## src/rtl/simd_pkg.sv

```systemverilog
package simd_pkg;

    typedef enum logic [3:0] {
        OP_NOP      = 4'd0,
        OP_LOAD     = 4'd1,
        OP_STORE    = 4'd2,
        OP_ADD      = 4'd3,
        OP_MUL      = 4'd4,
        OP_BCAST    = 4'd5,
        OP_CMP      = 4'd6,
        OP_MSK_LD   = 4'd7,
        OP_MSK_INV  = 4'd8,
        OP_MSK_ALL  = 4'd9,
        OP_IDX_SET  = 4'd10,
        OP_IDX_GETM = 4'd11
    } op_e;

    typedef enum logic [2:0] {
        CMP_LT = 3'd0,
        CMP_LE = 3'd1,
        CMP_EQ = 3'd2,
        CMP_NE = 3'd3,
        CMP_GT = 3'd4,
        CMP_GE = 3'd5
    } cmp_e;

    // Source of a new accumulator value
    typedef enum logic [1:0] {
        SRC_MEM = 2'd0,
        SRC_ADD = 2'd1,
        SRC_MUL = 2'd2,
        SRC_BC  = 2'd3
    } src_e;

    typedef struct packed {
        logic acc_we;
        src_e src;
        logic store;
        logic cmp;
        logic msk_ld;
        logic msk_inv;
        logic msk_all;
        logic idx_set;
        logic idx_getm;
    } ctrl_t;

    function automatic ctrl_t decode_op(input logic [3:0] raw);
        ctrl_t c;
        c = '0;
        case (op_e'(raw))
            OP_LOAD:     begin c.acc_we = 1'b1; c.src = SRC_MEM; end
            OP_ADD:      begin c.acc_we = 1'b1; c.src = SRC_ADD; end
            OP_MUL:      begin c.acc_we = 1'b1; c.src = SRC_MUL; end
            OP_BCAST:    begin c.acc_we = 1'b1; c.src = SRC_BC;  end
            OP_STORE:    c.store    = 1'b1;
            OP_CMP:      c.cmp      = 1'b1;
            OP_MSK_LD:   c.msk_ld   = 1'b1;
            OP_MSK_INV:  c.msk_inv  = 1'b1;
            OP_MSK_ALL:  c.msk_all  = 1'b1;
            OP_IDX_SET:  c.idx_set  = 1'b1;
            OP_IDX_GETM: c.idx_getm = 1'b1;
            default:     c = '0;
        endcase
        return c;
    endfunction

endpackage

```

## src/rtl/simd_lane.sv

```systemverilog
module simd_lane #(
    parameter int DW = 16
) (
    input  logic                clk,
    input  logic                rst,
    input  logic                acc_we,
    input  simd_pkg::src_e      src,
    input  logic                lane_en,
    input  logic [2:0]          cmp_kind,
    input  logic [DW-1:0]       rd_data,
    input  logic [DW-1:0]       bc_data,
    output logic [DW-1:0]       acc,
    output logic                cmp_hit
);
    import simd_pkg::*;

    logic [DW-1:0] sum_w;
    logic [DW-1:0] prod_w;
    logic [DW-1:0] nxt;
    logic signed [DW-1:0] lhs;
    logic signed [DW-1:0] rhs;
    logic test;

    assign sum_w  = acc + rd_data;
    assign prod_w = acc * rd_data;   // low DW bits of the product
    assign lhs    = acc;
    assign rhs    = rd_data;

    always_comb begin
        case (src)
            SRC_MEM: nxt = rd_data;
            SRC_ADD: nxt = sum_w;
            SRC_MUL: nxt = prod_w;
            default: nxt = bc_data;
        endcase
    end

    always_comb begin
        case (cmp_e'(cmp_kind))
            CMP_LT:  test = (lhs <  rhs);
            CMP_LE:  test = (lhs <= rhs);
            CMP_EQ:  test = (lhs == rhs);
            CMP_NE:  test = (lhs != rhs);
            CMP_GT:  test = (lhs >  rhs);
            CMP_GE:  test = (lhs >= rhs);
            default: test = 1'b0;
        endcase
        cmp_hit = lane_en & test;
    end

    always_ff @(posedge clk) begin
        if (rst) begin
            acc <= '0;
        end else if (acc_we && lane_en) begin
            acc <= nxt;
        end
    end

endmodule

```

## src/rtl/simd_bcast.sv

```systemverilog
module simd_bcast #(
    parameter int LANES = 8,
    parameter int DW    = 16,
    parameter int LW    = $clog2(LANES)
) (
    input  logic [LANES*DW-1:0] acc_flat,
    input  logic [LW-1:0]       src_lane,
    output logic [DW-1:0]       src_val
);
    // Reads the registered accumulators, so the value is the pre-update one
    always_comb begin
        src_val = '0;
        for (int k = 0; k < LANES; k++) begin
            if (LW'(k) == src_lane) begin
                src_val = acc_flat[k*DW +: DW];
            end
        end
    end

endmodule

```

## src/rtl/simd_ctrl.sv

```systemverilog
module simd_ctrl #(
    parameter int LANES = 8,
    parameter int NIDX  = 4,
    parameter int IXW   = $clog2(NIDX)
) (
    input  logic             clk,
    input  logic             rst,
    input  logic             msk_ld,
    input  logic             msk_inv,
    input  logic             msk_all,
    input  logic             idx_set,
    input  logic             idx_getm,
    input  logic             cmp_wr,
    input  logic [IXW-1:0]   idx_sel,
    input  logic [LANES-1:0] imm,
    input  logic [LANES-1:0] cmp_bits,
    output logic [LANES-1:0] mask,
    output logic [LANES-1:0] flags,
    output logic [LANES-1:0] idx_val
);
    // Index registers are as wide as the lane count so a compare word fits
    logic [LANES-1:0] idx_q [NIDX];

    assign idx_val = idx_q[idx_sel];

    always_ff @(posedge clk) begin
        if (rst) begin
            mask  <= '1;
            flags <= '0;
        end else begin
            if (msk_all) begin
                mask <= '1;
            end else if (msk_inv) begin
                mask <= ~mask;
            end else if (msk_ld) begin
                mask <= idx_val;
            end
            if (cmp_wr) begin
                flags <= cmp_bits;
            end
        end
    end

    for (genvar i = 0; i < NIDX; i++) begin : g_idx
        always_ff @(posedge clk) begin
            if (rst) begin
                idx_q[i] <= '0;
            end else if (idx_sel == IXW'(i)) begin
                if (idx_set) begin
                    idx_q[i] <= imm;
                end else if (idx_getm) begin
                    idx_q[i] <= mask;
                end else if (cmp_wr) begin
                    idx_q[i] <= cmp_bits;
                end
            end
        end
    end

endmodule

```

## src/rtl/simd_array.sv

```systemverilog
module simd_array #(
    parameter int LANES = 8,
    parameter int DW    = 16,
    parameter int ROWS  = 16,
    parameter int NIDX  = 4,
    parameter int AW    = $clog2(ROWS),
    parameter int LW    = $clog2(LANES),
    parameter int IXW   = $clog2(NIDX)
) (
    input  logic                clk,
    input  logic                rst,
    input  logic                in_valid,
    input  logic [3:0]          in_op,
    input  logic                in_indexed,
    input  logic [AW-1:0]       in_row,
    input  logic [IXW-1:0]      in_idx_sel,
    input  logic [LW-1:0]       in_lane_sel,
    input  logic [2:0]          in_cmp,
    input  logic [LANES-1:0]    in_imm,
    input  logic [LANES*DW-1:0] mem_rd_data,
    output logic [AW-1:0]       mem_row,
    output logic [LANES-1:0]    mem_wr_en,
    output logic [LANES*DW-1:0] mem_wr_data,
    output logic [LANES-1:0]    lane_mask,
    output logic [LANES-1:0]    cmp_flags
);
    import simd_pkg::*;

    ctrl_t            ctrl;
    logic [LANES-1:0] idx_val;
    logic [LANES-1:0] cmp_bits;
    logic [LW-1:0]    src_lane;
    logic [DW-1:0]    bc_val;
    logic [LANES*DW-1:0] acc_flat;

    always_comb begin
        ctrl = in_valid ? decode_op(in_op) : ctrl_t'('0);
    end

    assign mem_row  = in_indexed ? idx_val[AW-1:0] : in_row;
    assign src_lane = in_indexed ? idx_val[LW-1:0] : in_lane_sel;

    assign mem_wr_en   = {LANES{ctrl.store}} & lane_mask;
    assign mem_wr_data = acc_flat;

    simd_ctrl #(
        .LANES (LANES),
        .NIDX  (NIDX),
        .IXW   (IXW)
    ) u_ctrl (
        .clk      (clk),
        .rst      (rst),
        .msk_ld   (ctrl.msk_ld),
        .msk_inv  (ctrl.msk_inv),
        .msk_all  (ctrl.msk_all),
        .idx_set  (ctrl.idx_set),
        .idx_getm (ctrl.idx_getm),
        .cmp_wr   (ctrl.cmp),
        .idx_sel  (in_idx_sel),
        .imm      (in_imm),
        .cmp_bits (cmp_bits),
        .mask     (lane_mask),
        .flags    (cmp_flags),
        .idx_val  (idx_val)
    );

    simd_bcast #(
        .LANES (LANES),
        .DW    (DW),
        .LW    (LW)
    ) u_bcast (
        .acc_flat (acc_flat),
        .src_lane (src_lane),
        .src_val  (bc_val)
    );

    for (genvar g = 0; g < LANES; g++) begin : g_lane
        simd_lane #(
            .DW (DW)
        ) u_lane (
            .clk      (clk),
            .rst      (rst),
            .acc_we   (ctrl.acc_we),
            .src      (ctrl.src),
            .lane_en  (lane_mask[g]),
            .cmp_kind (in_cmp),
            .rd_data  (mem_rd_data[g*DW +: DW]),
            .bc_data  (bc_val),
            .acc      (acc_flat[g*DW +: DW]),
            .cmp_hit  (cmp_bits[g])
        );
    end

endmodule

```

## config.mk

```make
export PLATFORM = sky130hd
export DESIGN_NAME = simd_array
export DESIGN_NICKNAME = d
export VERILOG_FILES = /design/src/rtl/simd_pkg.sv /design/src/rtl/simd_lane.sv /design/src/rtl/simd_bcast.sv /design/src/rtl/simd_ctrl.sv /design/src/rtl/simd_array.sv
export SDC_FILE = /design/constraint.sdc
export NUM_CORES = 2
export LEC_CHECK = 0
export BUFFER_PORTS_ARGS = -buffer_cell sky130_fd_sc_hd__buf_2
export CAP_MARGIN = 20
export CELL_PAD_IN_SITES_DETAIL_PLACEMENT = 1
export CELL_PAD_IN_SITES_GLOBAL_PLACEMENT = 1
export CORE_ASPECT_RATIO = 1.5
export CORE_UTILIZATION = 41
export CTS_BUF_LIST = sky130_fd_sc_hd__clkbuf_8
export CTS_CLUSTER_SIZE = 12
export DETAILED_ROUTE_END_ITERATION = 16
export MAX_ROUTING_LAYER = met4
export PLACE_DENSITY = 0.69
export SYNTH_ARGS = -nofsm -noshare
export SYNTH_HDL_FRONTEND = slang
export SYNTH_SLANG_ARGS = --single-unit
```

## constraint.sdc

```tcl
create_clock -name clk -period 12.6 [get_ports clk]
set_input_delay 2.52 -clock clk [delete_from_list [all_inputs] [get_ports clk]]
set_output_delay 2.52 -clock clk [all_outputs]
set_load 0.02 [all_outputs]
```

# [Word level (Yosys, flattened, before mapping)]
# Memory sizes are Yosys's and may differ from the RTL's.
# Cells that the tools add are included.
[totals] register_bits=144 input_bits=156 ram_bits=32 n_memories=1 wordCells=232 output_inout_bits=156
[mem_list] name="u_ctrl.idx_q" words=4 width=8 rd=1 rd_clocked_by_memory_dff=0 wr=4 line="simd_ctrl.sv:22" rtl="logic [LANES-1:0] idx_q [NIDX];"
[classes] reduce_logical=14 multipliers=8 n_eq_ne=44 n_mux=93 add_sub_neg=8 n_bitwise=22 n_lt_le_gt_ge=32
[op_table] operator="16-bit case mux with 3 select lines" n=8
[op_table] operator="16-bit adder" n=8
[op_table] operator="16-bit == test" n=8
[op_table] operator="16-bit >= comparator" n=8
[op_table] operator="16-bit greater-than comparator" n=8
[op_table] operator="16-bit less-or-equal comparator" n=8
[op_table] operator="16-bit < comparator" n=8
[op_table] operator="16-bit by 16-bit multiplier with 16-bit output" n=8
[op_table] operator="16-bit two-way mux" n=8
[op_table] operator="16-bit inequality test" n=8
[op_table] operator="8-bit two-way mux" n=14
[op_table] operator="1-bit two-way mux" n=51
[op_table] operator="1-bit case mux with 6 select lines" n=8
[op_table] operator="4-bit by 3-bit == test with 1-bit output (second input constant)" n=4
[op_table] operator="4-bit == test (second input constant)" n=4
[op_table] operator="3-bit == test (first input constant)" n=4
[op_table] operator="1-bit OR" n=12
[op_table] operator="3-bit case mux with 4 select lines" n=1
[op_table] operator="10-bit two-way mux" n=1
[op_table] operator="1-bit bitwise AND" n=8
[op_table] operator="8-bit bitwise AND" n=1
[op_table] operator="4-bit by 2-bit == test with 1-bit output (second input constant)" n=2
[op_table] operator="1-bit logical AND" n=8
[op_table] operator="8-bit NOT" n=1
[op_table] operator="other kinds (14)" n=22

# [Depth between registers and ports, before layout]
# An unclocked memory read counts as a cell.
[depth] depth_word=12 depth_mapped=23 depth_no_buf=22

# [Cells and area by module]
# Synthesis repeated with hierarchy kept, for this count alone.
[unflattened] cells_unflattened=6320 hier_area_um2=52107.5
[by_module_without_submodules] mod="simd_lane at g_lane[6].u_lane ..." seq_area_each_um2=320.3 cells_each=757 n_inst=2 area_each_um2=6057.1
[by_module_without_submodules] mod="simd_lane at g_lane[0].u_lane ..." seq_area_each_um2=320.3 cells_each=728 n_inst=2 area_each_um2=5997.0
[by_module_without_submodules] mod="simd_lane at g_lane[3].u_lane ..." seq_area_each_um2=320.3 cells_each=734 n_inst=2 area_each_um2=5980.7
[by_module_without_submodules] mod="simd_lane at g_lane[5].u_lane" seq_area_each_um2=320.3 cells_each=751 n_inst=1 area_each_um2=6022.0
[by_module_without_submodules] mod="simd_lane at g_lane[2].u_lane" seq_area_each_um2=320.3 cells_each=728 n_inst=1 area_each_um2=6017.0
[by_module_without_submodules] mod="simd_ctrl" seq_area_each_um2=1281.2 cells_each=230 n_inst=1 area_each_um2=2631.3
[by_module_without_submodules] mod="simd_bcast" seq_area_each_um2=0.0 cells_each=120 n_inst=1 area_each_um2=1078.5
[by_module_without_submodules] mod="simd_array" seq_area_each_um2=0.0 cells_each=53 n_inst=1 area_each_um2=289.0

# [Least setup slack after synthesis]
# OpenSTA, ideal clock, no wires.
[synth_path] path_kind="input-to-reg" start="input mem_rd_data[1]" end="register g_lane[0].u_lane.acc[14]" arrival_ns=7.504 setup_time_ns=0.133 stages=20 setup_slack_ns=4.963 n_path_buf=1 required_ns=12.467 path_cell_list="clkbuf_1 nand2_1 fa_1 fa_1 fa_1 fa_1 inv_1 fa_1 inv_1 fa_1 inv_1 ha_1 and3_1 a311oi_1 o21bai_1 a21oi_1 xor2_1 o211ai_1 a21oi_1 nor3_1"
[synth_via] elab_chain_len=2 word_cells_on_any_way=3 cone_classes="add/sub (1); mul (1); mux (1)"
[synth_rtl] item="from (decl)" line="simd_array.sv:20" rtl="input logic [LANES*DW-1:0] mem_rd_data,"
[synth_rtl] item="16-bit by 16-bit multiplier with 16-bit output or 16-bit adder (tied branches)" line="simd_lane.sv:25, simd_lane.sv:24"
[synth_rtl] item="16-bit case mux with 3 select lines *" line="simd_lane.sv:30" rtl="case (src)"
[synth_rtl] item="to (signal assigned)" line="simd_lane.sv:55" rtl="acc <= nxt;"
[synth_rtl] item="to (decl)" line="simd_lane.sv:12" rtl="output logic [DW-1:0] acc,"
# Every way passes the cells marked *; elsewhere a longest branch is shown, timed or not.
# A chain may end at the register's enable or synchronous reset.

# [Worst setup path in the final report]
# Ends and elaborated chain as after synthesis.

==> results.cfg <==
[placed_design]
dp_cells = 7963
gp_congestion = 0.979
portBuffers = 311
dp_hpwl_um = 162000
placed_cell_area_mm2 = 0.0537

[worst_setup_path]
r2r-start = g_lane[0].u_lane.acc[5]
cp.arrival_ns = 8.04
worstReg2RegEnd = g_lane[0].u_lane.acc[14]
r2r_slack_ns = 6.30
crit_buf_inv = 4
cp.depth = 20
startpoint = mem_rd_data[1]
max_stage_delay_ns = 0.60
cpLargestDelayFamily = adder cells
crit_slowest_cell = fa_1
startpoint_type = input pin
ff2ff_path_depth = 21
path_max_fanout = 17
setup.worst_path.end_class = flip-flop
cp_cell_sequence = buf_2, nand2_1, fa_1, fa_1, fa_1, fa_1, inv_1, fa_1, inv_1, fa_1, inv_1, ha_1, and3_1, a311oi_1, o21bai_1, a21oi_1, xor2_1, o211ai_1, a21oi_1, nor3_1
critPathKind = in2reg
crit_end = g_lane[0].u_lane.acc[14]
required_ns = 13.01
crit_top_cell = fa_1

[cells_and_area]
final_cell_mix = 1130 x inv_1, 798 x nand2_1, 656 x ha_1, 640 x fa_1, 436 x and2_1
fin_cells = 8026
final_nets = 7846
area_growth_pct = 6.79
layout.core_utilization_pct = 44.3
multi_input_area_mm2 = 0.0415
final_area_mm2 = 0.0542
final-seq-area_mm2 = 0.00384
final_common_cell = inv_1
fillCellCount = 14900
drive_gt1_share_pct = 8.41

[route]
drc_errors = 0
postRouteAntennaNets = 0
routed_via_density = 5.76
routed_wl_um = 210000
dr.pass1.iters = 8
drt_iter0_markers = 2749
vias = 46200
routedWlPerCell_um = 26.2

[synthesis]
synth_seq_cells = 176
synthSimpleGateAreaFrac_pct = 18.3
synthCells = 6290
yosys_warnings = 0
synth_mux_area_share_pct = 0.841
syn_area_mm2 = 0.0507
synth_xor_area_share_pct = 7.34
synth_enable_flop_cells = 32
synthAdderAreaFrac_pct = 41.4
ys_types = 94
synthArstFlopShare_pct = 0
yosys_most_used_dff = dfxtp_1
syn_area_per_cell_um2 = 8.07
seq_area_frac_synth_pct = 7.57
synth_top_family_by_area = adder cells
synth.net_count = 7742
synth_compound_area_share_pct = 13.7

[timing]
setup_viol = 0
slew_headroom_pct = 20.4
rsz0062_at_grt = false
fmax_mhz = 131
final.setup.tns_ns = 0
fin_crit_sh_pct = 60.6
slew_viol_final = 0
worst_slew_pin_slew_ns = 1.19
fin_crit_ns = 7.63
skew_ns = 0.0341
hold_viol = 0

[floorplan]
ioPinCount = 312
dieArea_mm2 = 0.125
start_util_pct = 41.5
die_h_um = 433
num_rows = 157
die_w_um = 289
core_area_mm2 = 0.122

[clock_tree]
hold_buffers = 0
h-tree-depth = 4
cts_buffer_depth = 2
path_clk_slew_ns = 0.11
cts_setup_buffers = 0
post_cts_resized = 0
numCtsBuffers = 17
cts_tree = yes
clock-sinks = 176
cts_root_buf = clkbuf_8
clock_latency_ns = 0.56

[pwr]
power_density_mw_per_mm2 = 61.7
p_leak_nw = 25.7
ir_drop_uv = 57.1

[run]
drv_cap = 0

[global_route]
grt_pass1_vias = 50100
grt_pass1_wl_um = 314000
gr-total-overflow = 0
grt_max_degree = 54
grtUsageTotal_pct = 34.6
antenna_found_initial = 34

[status]
outcome = finished, final reports clean

[hold_path]
min_path_type = reg2reg
## routing by layer
layer / track usage, % / routed length, um
met5: - / 0
met4: 16.0 / 10600
met3: 4.67 / 11900
met2: 59.8 / 106000
met1: 39.3 / 82300
## cell usage after synthesis, types with 12 or more instances
cell	count	share of area (%)
inv_1	1131	8.4
nand2_1	799	5.9
ha_1	656	16
fa_1	640	25
and2_1	437	5.4
nor2_1	383	2.8
xnor2_1	326	5.6
clkbuf_1	267	2.0
a21oi_1	241	2.4
dfxtp_1	144	5.7
o21ai_0	137	1.4
xor2_1	99	1.7
a221oi_1	89	1.5
nor3_1	72	0.71
a311oi_1	60	1.0
nor2b_1	54	0.67
nand3_1	53	0.52
o211ai_1	44	0.65
a211oi_1	38	0.56
a31oi_1	38	0.47
edfxtp_1	32	1.9
nand2b_1	32	0.39
or3_1	28	0.35
o21a_1	26	0.38
a22oi_1	25	0.37
a21o_1	22	0.33
o21bai_1	22	0.33
a32oi_1	21	0.36
nand4_1	21	0.26
nor3b_1	16	0.24
o2111ai_1	15	0.26
o221a_2	15	0.33
o22ai_1	15	0.18
or2_2	15	0.18
and3_1	14	0.17
a221oi_2	13	0.38
buf_4	13	0.19
a311oi_2	12	0.36
mux4_2	12	0.53
nor4_1	12	0.15
## worst reg2reg max path, cell delays in order (launching register included)
cell and delay (ns):
dfxtp_1 0.88, ha_1 0.37, xnor2_1 0.10, ha_1 0.20
a31oi_1 0.21, fa_1 0.49, fa_1 0.50, fa_1 0.54
inv_1 0.05, fa_1 0.49, inv_1 0.05, fa_1 0.47
inv_1 0.04, ha_1 0.35, and3_1 0.21, a311oi_1 0.38
o21bai_1 0.10, a21oi_1 0.18, xor2_1 0.19, o211ai_1 0.10
a21oi_1 0.20, nor3_1 0.07
## stage by stage
step / worst slack [ns] / power (W) / hold WS [ns]
detailed placement: 4.42 / 0.00285 / 0.457
CTS: 5.00 / 0.00335 / 0.473
floorplan: 4.96 / 0.00213 / 0.535
global placement: 4.50 / 0.00281 / 0.441
global route: 4.64 / 0.00359 / 0.493
finish: 4.97 / 0.00335 / 0.477
## how the worst min path moves through the flow
stage               startpoint              end  slack (ns)  depth (start not counted)
2_1_floorplan  u_ctrl.flags[0]  u_ctrl.flags[0]        0.53                          2
3_3_place_gp   u_ctrl.flags[5]  u_ctrl.flags[5]        0.44                          2
3_5_place_dp   u_ctrl.flags[6]  u_ctrl.flags[6]        0.46                          2
4_1_cts        u_ctrl.flags[6]  u_ctrl.flags[6]        0.47                          2
5_1_grt        u_ctrl.flags[6]  u_ctrl.flags[6]        0.49                          2
6_report       u_ctrl.flags[6]  u_ctrl.flags[6]        0.48                          2
## where the power goes
group	leakage, nW	switching, W	internal [W]	total [W]
clock network	0.209	0.000282	0.000202	0.000484
logic	24.0	0.00133	0.000825	0.00216
registers	1.51	0.000103	0.000600	0.000702
## sequential cells by signal, indices dropped and copies added, names as in the netlist
register	flops
g_lane.u_lane.acc	128
u_ctrl.idx_q	32
u_ctrl.flags	8
u_ctrl.mask	8
## layout make-up
type,count,area share [%]
diodes,29,0.134
flip-flops and latches,176,7.09
inverters,1131,7.83
clock inverters,15,0.360
well taps,1590,3.67
clock buffers,17,0.432
multi-input cells,4678,76.5
repair buffers,390,3.97
## logic make-up (layout without fill, tap and decap cells)
| logic type | Yosys count | after routing |
|---|---|---|
| xor+xnor | 425 | 425 |
| mux | 27 | 27 |
| compound gates | 963 | 963 |
| fa+ha+maj | 1296 | 1296 |
| flops | 176 | 176 |
| other cells | 0 | 29 |
| buf+inv | 1436 | 1553 |
| simple gates | 1967 | 1967 |
(Power assumes the default switching activity.)
